[src/rtl/xbus_pkg.sv]
package xbus_pkg;

    localparam int unsigned XB_W = 8;

    typedef enum logic [2:0] {
        XOP_NONE   = 3'd0,
        XOP_LOAD   = 3'd1,
        XOP_AND    = 3'd2,
        XOP_OR     = 3'd3,
        XOP_SAMPLE = 3'd4,
        XOP_XRD    = 3'd5,
        XOP_XWR    = 3'd6,
        XOP_MODE   = 3'd7
    } xbus_op_e;

    typedef enum logic [1:0] {
        XS_IDLE = 2'd0,
        XS_RSTB = 2'd1,
        XS_WSTB = 2'd2
    } xbus_state_e;

    typedef struct packed {
        logic             valid;
        xbus_op_e         code;
        logic [XB_W-1:0]  data;
    } xbus_req_t;

    // next value of the output register for a register-touching operation
    function automatic logic [XB_W-1:0] xbus_apply(input xbus_op_e op,
                                                   input logic [XB_W-1:0] cur,
                                                   input logic [XB_W-1:0] arg);
        logic [XB_W-1:0] r;
        case (op)
            XOP_LOAD: r = arg;
            XOP_AND:  r = cur & arg;
            XOP_OR:   r = cur | arg;
            default:  r = cur;
        endcase
        return r;
    endfunction

    function automatic logic xbus_touches_latch(input xbus_op_e op);
        return (op == XOP_LOAD) || (op == XOP_AND) || (op == XOP_OR);
    endfunction

endpackage

[src/rtl/xbus_latch.sv]
module xbus_latch
    import xbus_pkg::*;
#(
    parameter int unsigned          WIDTH     = 8,
    parameter logic [WIDTH-1:0]     RESET_VAL = '0
) (
    input  logic              clk,
    input  logic              rst,
    input  logic              accept,
    input  xbus_op_e          code,
    input  logic [WIDTH-1:0]  data,
    output logic [WIDTH-1:0]  latch_q,
    output logic              smode_q
);

    always_ff @(posedge clk) begin
        if (rst) begin
            latch_q <= RESET_VAL;
            smode_q <= 1'b0;
        end else if (accept) begin
            if (xbus_touches_latch(code)) begin
                latch_q <= xbus_apply(code, latch_q, data);
            end
            if (code == XOP_MODE) begin
                smode_q <= data[0];
            end
        end
    end

endmodule

[src/rtl/xbus_xfer.sv]
module xbus_xfer
    import xbus_pkg::*;
#(
    parameter int unsigned WIDTH = 8
) (
    input  logic              clk,
    input  logic              rst,
    input  logic              accept,
    input  xbus_op_e          code,
    input  logic [WIDTH-1:0]  data,
    input  logic [WIDTH-1:0]  pins,
    output logic              ready,
    output logic              rd_stb,
    output logic              wr_stb,
    output logic [WIDTH-1:0]  wr_data,
    output logic [WIDTH-1:0]  cap_data,
    output logic              cap_valid
);

    xbus_state_e state_q, state_d;

    always_comb begin
        state_d = XS_IDLE;
        if (state_q == XS_IDLE && accept) begin
            case (code)
                XOP_XRD: state_d = XS_RSTB;
                XOP_XWR: state_d = XS_WSTB;
                default: state_d = XS_IDLE;
            endcase
        end
    end

    always_ff @(posedge clk) begin
        if (rst) begin
            state_q <= XS_IDLE;
            wr_data <= '0;
        end else begin
            state_q <= state_d;
            if (accept && code == XOP_XWR) begin
                wr_data <= data;
            end
        end
    end

    // capture at the edge ending a read strobe, or at a sample acceptance
    always_ff @(posedge clk) begin
        if (rst) begin
            cap_data  <= '0;
            cap_valid <= 1'b0;
        end else if (state_q == XS_RSTB || (accept && code == XOP_SAMPLE)) begin
            cap_data  <= pins;
            cap_valid <= 1'b1;
        end else begin
            cap_valid <= 1'b0;
        end
    end

    assign ready  = (state_q == XS_IDLE);
    assign rd_stb = (state_q == XS_RSTB);
    assign wr_stb = (state_q == XS_WSTB);

endmodule

[src/rtl/xbus_drive.sv]
module xbus_drive #(
    parameter int unsigned WIDTH = 8
) (
    input  logic              smode,
    input  logic              rd_stb,
    input  logic              wr_stb,
    input  logic [WIDTH-1:0]  latch_val,
    input  logic [WIDTH-1:0]  wr_val,
    output logic [WIDTH-1:0]  pin_out,
    output logic              pin_oe,
    output logic              rd_n,
    output logic              wr_n
);

    for (genvar b = 0; b < WIDTH; b++) begin : g_bit
        assign pin_out[b] = wr_stb ? wr_val[b] : latch_val[b];
    end

    assign pin_oe = wr_stb | (smode & ~rd_stb);
    assign rd_n   = ~rd_stb;
    assign wr_n   = ~wr_stb;

endmodule

[src/rtl/xbus_port.sv]
module xbus_port
    import xbus_pkg::*;
#(
    parameter int unsigned       WIDTH     = XB_W,
    parameter logic [WIDTH-1:0]  RESET_VAL = '0
) (
    input  logic              clk,
    input  logic              rst,
    input  logic              op_valid,
    input  logic [2:0]        op_code,
    input  logic [WIDTH-1:0]  op_data,
    output logic              op_ready,
    input  logic [WIDTH-1:0]  bus_in,
    output logic [WIDTH-1:0]  bus_out,
    output logic              bus_oe,
    output logic              rd_n,
    output logic              wr_n,
    output logic [WIDTH-1:0]  rd_data,
    output logic              rd_valid
);

    xbus_op_e          code;
    logic              accept;
    logic [WIDTH-1:0]  latch_q;
    logic              smode_q;
    logic              rd_stb, wr_stb;
    logic [WIDTH-1:0]  wr_data;

    assign code   = xbus_op_e'(op_code);
    assign accept = op_valid & op_ready;

    xbus_latch #(.WIDTH(WIDTH), .RESET_VAL(RESET_VAL)) u_latch (
        .clk     (clk),
        .rst     (rst),
        .accept  (accept),
        .code    (code),
        .data    (op_data),
        .latch_q (latch_q),
        .smode_q (smode_q)
    );

    xbus_xfer #(.WIDTH(WIDTH)) u_xfer (
        .clk       (clk),
        .rst       (rst),
        .accept    (accept),
        .code      (code),
        .data      (op_data),
        .pins      (bus_in),
        .ready     (op_ready),
        .rd_stb    (rd_stb),
        .wr_stb    (wr_stb),
        .wr_data   (wr_data),
        .cap_data  (rd_data),
        .cap_valid (rd_valid)
    );

    xbus_drive #(.WIDTH(WIDTH)) u_drive (
        .smode     (smode_q),
        .rd_stb    (rd_stb),
        .wr_stb    (wr_stb),
        .latch_val (latch_q),
        .wr_val    (wr_data),
        .pin_out   (bus_out),
        .pin_oe    (bus_oe),
        .rd_n      (rd_n),
        .wr_n      (wr_n)
    );

endmodule

[config.mk]
export PLATFORM = sky130hd
export DESIGN_NAME = xbus_port
export DESIGN_NICKNAME = d
export VERILOG_FILES = /design/src/rtl/xbus_pkg.sv /design/src/rtl/xbus_latch.sv /design/src/rtl/xbus_xfer.sv /design/src/rtl/xbus_drive.sv /design/src/rtl/xbus_port.sv
export SDC_FILE = /design/constraint.sdc
export NUM_CORES = 1
export LEC_CHECK = 0
export BUFFER_PORTS_ARGS = -buffer_cell sky130_fd_sc_hd__buf_2
export CAP_MARGIN = 20
export CORE_MARGIN = 2
export CORE_UTILIZATION = 35
export DETAILED_ROUTE_END_ITERATION = 8
export SETUP_SLACK_MARGIN = 0.05
export SYNTH_ARGS = -nofsm -noshare
export SYNTH_HDL_FRONTEND = slang
export SYNTH_HIERARCHICAL = 1
export SYNTH_SLANG_ARGS = --single-unit
[constraint.sdc]
create_clock -name clk -period 2.8 [get_ports clk]
set_input_delay 0.42 -clock clk [delete_from_list [all_inputs] [get_ports clk]]
set_output_delay 0.42 -clock clk [all_outputs]
set_load 0.02 [all_outputs]
* Word-level counts from Yosys, hierarchy flattened
Cells that the tools add are included.
Word-level totals: bits in registers 28, word-level logic and storage cells 45, bits of input ports 22, output and inout bits 21
Operators by class: reduce and logical (&&, ||, !) cells 11, bitwise operators 8, equality and inequality tests 9, muxes and demuxes 11
Operators with widths (number):
- $pmux 8 s3 | 1
- $eq 3x3->1 const B | 4
- $mux 1 | 9
- $and 8x8->8 | 1
- $or 8x8->8 | 1
- $eq 3x2->1 const B | 2
- $pmux 2 s2 | 1
- $eq 3x1->1 const B | 1
- $logic_and 1x1->1 | 3
- $logic_or 1x1->1 | 3
- $not 1->1 | 3
- $reduce_and 3->1 | 1
- $reduce_bool 3->1 | 1
- $and 1x1->1 | 2
- $eq 2x1->1 const B | 1
- $eq 2x2->1 const B | 1
- $logic_not 2->1 | 1
- $reduce_and 2->1 | 1
- $reduce_or 2->1 | 1
- $or 1x1->1 | 1

* Logic depth before layout (Yosys ltp)
word-level depth 5, mapped depth 6, depth with buffers taken out 5

* Modules after synthesis
The synthesis kept the hierarchy.
Modules (own cells, without submodules):
- xbus_xfer | area an instance 772.0 um^2, seq. area each 380.4 um^2, cells each 85, times used 1
- xbus_latch | area an instance 469.2 um^2, seq. area each 180.2 um^2, cells each 50, times used 1
- xbus_drive | area an instance 147.6 um^2, seq. area each 0.0 um^2, cells each 12, times used 1
- xbus_port | area an instance 6.3 um^2, seq. area each 0.0 um^2, cells each 1, times used 1

* Worst setup path before layout
No wires, ideal clock.
path kind register -> register, start register u_xfer.state_q[0], end register u_latch.latch_q[0], buffers on the path 1, setup time 73 ps, clock period less this slack 1595 ps, path slack 1205 ps, stages on the path, launching flop included 7, required time 2727 ps, arrival 1522 ps, cell sequence dfxtp_1 > nor2_1 > and2_1 > nor4bb_1 > buf_2 > nand2_1 > o211ai_2
On the way: longest elaborated chain between the ends 3
RTL lines:
- from (decl) | line xbus_xfer.sv:20 | xbus_state_e state_q, state_d;
- from (signal assigned) | line xbus_xfer.sv:38 | state_q <= state_d;
- $logic_not 2->1 | line xbus_xfer.sv:58 | assign ready = (state_q == XS_IDLE);
- via op_ready | line xbus_port.sv:12 | output logic op_ready,
- $and 1x1->1 | line xbus_port.sv:30 | assign accept = op_valid & op_ready;
- via accept | line xbus_port.sv:23 | logic accept;
- $reduce_and 3->1 (no source line)
- to (signal assigned) | line xbus_latch.sv:22 | latch_q <= xbus_apply(code, latch_q, data);
- to (decl) | line xbus_latch.sv:12 | output logic [WIDTH-1:0] latch_q,
The timed path passes the listed nets, and every way through them passes these cells. A chain may end at the register's enable or synchronous reset.

* Final worst setup path
start register u_xfer.state_q[1], end output port bus_out[7]
On the way: longest elaborated chain between the ends 2
RTL lines:
- $eq 2x2->1 | line xbus_xfer.sv:60 | assign wr_stb = (state_q == XS_WSTB);
- via wr_stb | line xbus_port.sv:26 | logic rd_stb, wr_stb;
- $mux 1 | line xbus_drive.sv:16 | assign pin_out[b] = wr_stb ? wr_val[b] : latch_val[b];
- to (decl) | line xbus_port.sv:14 | output logic [WIDTH-1:0] bus_out,
The timed path passes the listed nets, and every way through them passes these cells.

==> summary.txt <==
Drt
  – Starting DRT DRC Count: 29
  – Vias per inst: 4.76
  – Pre-antenna DRT Iters: 4
  – DRC: 0
  – Detailed Route WL: between 2000 and 3000 um
  – Antenna viol nets, final: 0
  – WL/cell: between 10 and 15 um
  – Via count: 1133

Yosys
  – Sequential-to-total area share from yosys stat: ~40%
  – Post-synthesis cell area: 1400 um2
  – Synth area leader: dfxtp_1
  – Gate count of the mapped netlist: about 150
  – Ranking of synthesized cells by area: dfxtp_1, mux2_4, nand2b_1, o211ai_2, nand2_1
  – Avg Cell Area, Syn: 9.43 um2
  – Post-synth ARST share: 0%
  – EDFF count, synth: 0
  – Post-synth top flop: dfxtp_1
  – Yosys warns: 6
  – Unique masters post-synth: 27
  – Synth top area share: between 40% and 50%
  – Cell with the most instances after synthesis: dfxtp_1
  – Top cells by count, synth: dfxtp_1, nand2_1, nand2b_1
  – Syn nets: 170
  – Synth Register Bits: 28

Clocking
  – CTS tree: yes
  – CTS max path bufs: 2
  – Root Driver: clkbuf_8
  – Resized Gates After CTS: 0
  – H-tree levels: 1
  – CTS sink count: 28
  – Post-CTS Setup Bufs: 0
  – Clk slew on worst S/H paths: 0.09 ns
  – CTS buffer count: 3
  – Worst skew pair latency: 0.26 ns
  – Cts hold-fix bufs: 0

Final layout
  – Cell Count, Final, Fillers Out: 238
  – Ant. Diodes: 0
  – Area Overhead vs Synth: 21.0%
  – Fill cells: 395
  – Share of cells above drive strength 1: 35.8%
  – Final nets: approximately 210

Critical path
  – Crit-path max FO: 10
  – FF-to-FF path depth: 6
  – Worst Path Arrival: 1.46 ns
  – Worst setup EP type: primary output
  – Crit path largest cell delay: around 0.35 ns
  – Register-to-register path setup slack: 1.22 ns
  – Crit Path Class: reg -> out
  – CP Cell Sequence: nor2b_1 > buf_4 > mux2_4 > buf_2
  – Startpoint types: flop
  – FF-to-FF Start: u_xfer/state_q[0]$_SDFF_PP0_
  – FF-to-FF End: u_latch/latch_q[0]$_SDFFE_PP0P_
  – CP max-delay cell: dfxtp_1
  – Worst Path Required: 2.38 ns

STA
  – Final worst path period need: 1.88 ns
  – Max_slew headroom: 65.7%
  – Setup_tns: 0 ns
  – Worst-Margin Slew: 0.513 ns
  – RSZ-0062 raised after global routing: no
  – Final count of hold timing violations: 0
  – Final Cycle Share: 67.1%
  – Layout Skew: approximately 0.0021 ns
  – Slew Limit Fails: 0
  – Final setup fails: 0
  – Fmax: 532 MHz

GRT
  – Antenna violations before repair: 0
  – Overall Global Routing Usage: 13.8%
  – Vias in the first global route: approximately 1100
  – First-pass GRT wire length: 4770 um
  – Largest net degree at the start of global routing: 31
  – Overflow after GRT: 0

Floorplanning
  – I/O pins: 43
  – Width of the die: 67.1 um
  – Starting Density: 37.3%
  – Num rows: 22
  – Die H: between 60 and 70 um
  – Die area: 4510 um2
  – Core ar.: 3740 um2

Placed design
  – Input/output buffers: 42
  – Global placement routability congestion: ~0.75
  – Final HPWL DP: 2240 um
  – Dpl cells: 235

Power and ir drop
  – Peak supply drop: between 0.2 and 0.25 mV
  – Leakage power: 0.785 nW
  – Pwr Density: 435 nW/um2

Worst hold path
  – Hold path start: op_data[4]
  – Type of the worst min-delay path: in -> reg
  – Worst Hold Depth: 3
  – Hold worst-path end: u_latch/latch_q[4]$_SDFFE_PP0P_

Status
  – Status: finished, final reports clean

Run
  – Number of max-cap violations: 0
==> final cells by class <==
| type | instances | area, um2 | area share (%) |
|---|---|---|---|
| multi-input cells | 102 | 748 | 44.3 |
| flip-flops and latches | 28 | 561 | 33.2 |
| repair buffers | 45 | 233 | 13.8 |
| well taps | 48 | 60.1 | 3.56 |
| inverters | 12 | 45.0 | 2.67 |
| clock buffers | 3 | 41.3 | 2.45 |
==> sequential cells by signal, indices dropped and copies added, names as in the netlist <==
register / count
u_latch/latch_q: 8
u_latch/smode_q: 1
u_xfer/cap_data: 8
u_xfer/cap_valid: 1
u_xfer/state_q: 2
u_xfer/wr_data: 8
==> power by group <==
part / internal, W / switching [W] / total, W / leakage, nW
registers: 0.000410 / 0.00000698 / 0.000417 / 0.227
logic: 0.0000482 / 0.0000601 / 0.000108 / 0.536
clock network: 0.0000963 / 0.000113 / 0.000209 / 0.0216
==> cells in the final DEF (no fill, tap or decap), drive strengths merged, types with 4 or more instances in the layout <==
cell and count:
a21oi 8, buf 45, dfxtp 28, inv 12, mux2 8, mux2i 9, nand2 26, nand2b 16
nand3 8, nor2 4, o211ai 8
==> worst max-delay path: cells and delay by family, from the launching register on <==
kind	cells	cell delay, ns
and+or+nand+nor	1	0.14
buffers and inverters	2	0.39
muxes	1	0.32
DFF	1	0.35
==> per-stage QoR <==
stage | power (W) | cell area [um2] | hold WS, ns | utilization, % | setup WS [ns]
global placement | 0.000531 | 1650 | 0.441 | 44.0 | 1.25
detailed placement | 0.000536 | 1650 | 0.450 | 44.0 | 1.21
global route | 0.000773 | 1690 | 0.391 | 45.1 | 0.852
finish | 0.000735 | 1690 | 0.395 | 45.1 | 0.920
CTS | 0.000746 | 1690 | 0.394 | 45.1 | 0.906
floorplan | 0.000493 | 1400 | 0.436 | - | 1.20
==> worst max-delay path by stage <==
| stage | from | endpoint | slack [ns] | cells after the start |
|---|---|---|---|---|
| 6_report | u_xfer/state_q[1]$_SDFF_PP0_ | bus_out[7] | 0.92 | 4 |
| 5_1_grt | u_xfer/state_q[1]$_SDFF_PP0_ | bus_out[7] | 0.85 | 4 |
| 4_1_cts | u_xfer/state_q[1]$_SDFF_PP0_ | bus_out[7] | 0.91 | 4 |
| 3_5_place_dp | u_xfer/state_q[1]$_SDFF_PP0_ | bus_out[7] | 1.21 | 4 |
| 3_3_place_gp | u_xfer/state_q[1]$_SDFF_PP0_ | bus_out[5] | 1.25 | 4 |
| 2_1_floorplan | u_xfer/state_q[0]$_SDFF_PP0_ | u_latch/latch_q[0]$_SDFFE_PP0P_ | 1.20 | 6 |
==> routing by layer <==
layer / up-vias / GRT usage [%] / wire length (um)
met2: 29 / 25.4 / 1460
met5: - / 0 / 0
met1: 525 / 16.3 / 1290
li1: 577 / - / -
met4: 0 / 3.06 / 4
met3: 2 / 3.00 / 155
==> cells by family after synthesis <==
family | synth area share [%]
muxes | 15.1
xor gates and xnor gates | 0.628
and+or+nand+nor | 25.6
AOI/OAI and AO/OA | 12.4
buffers and inverters | 6.19
DFF | 40.2
(Power assumes the default switching activity.)
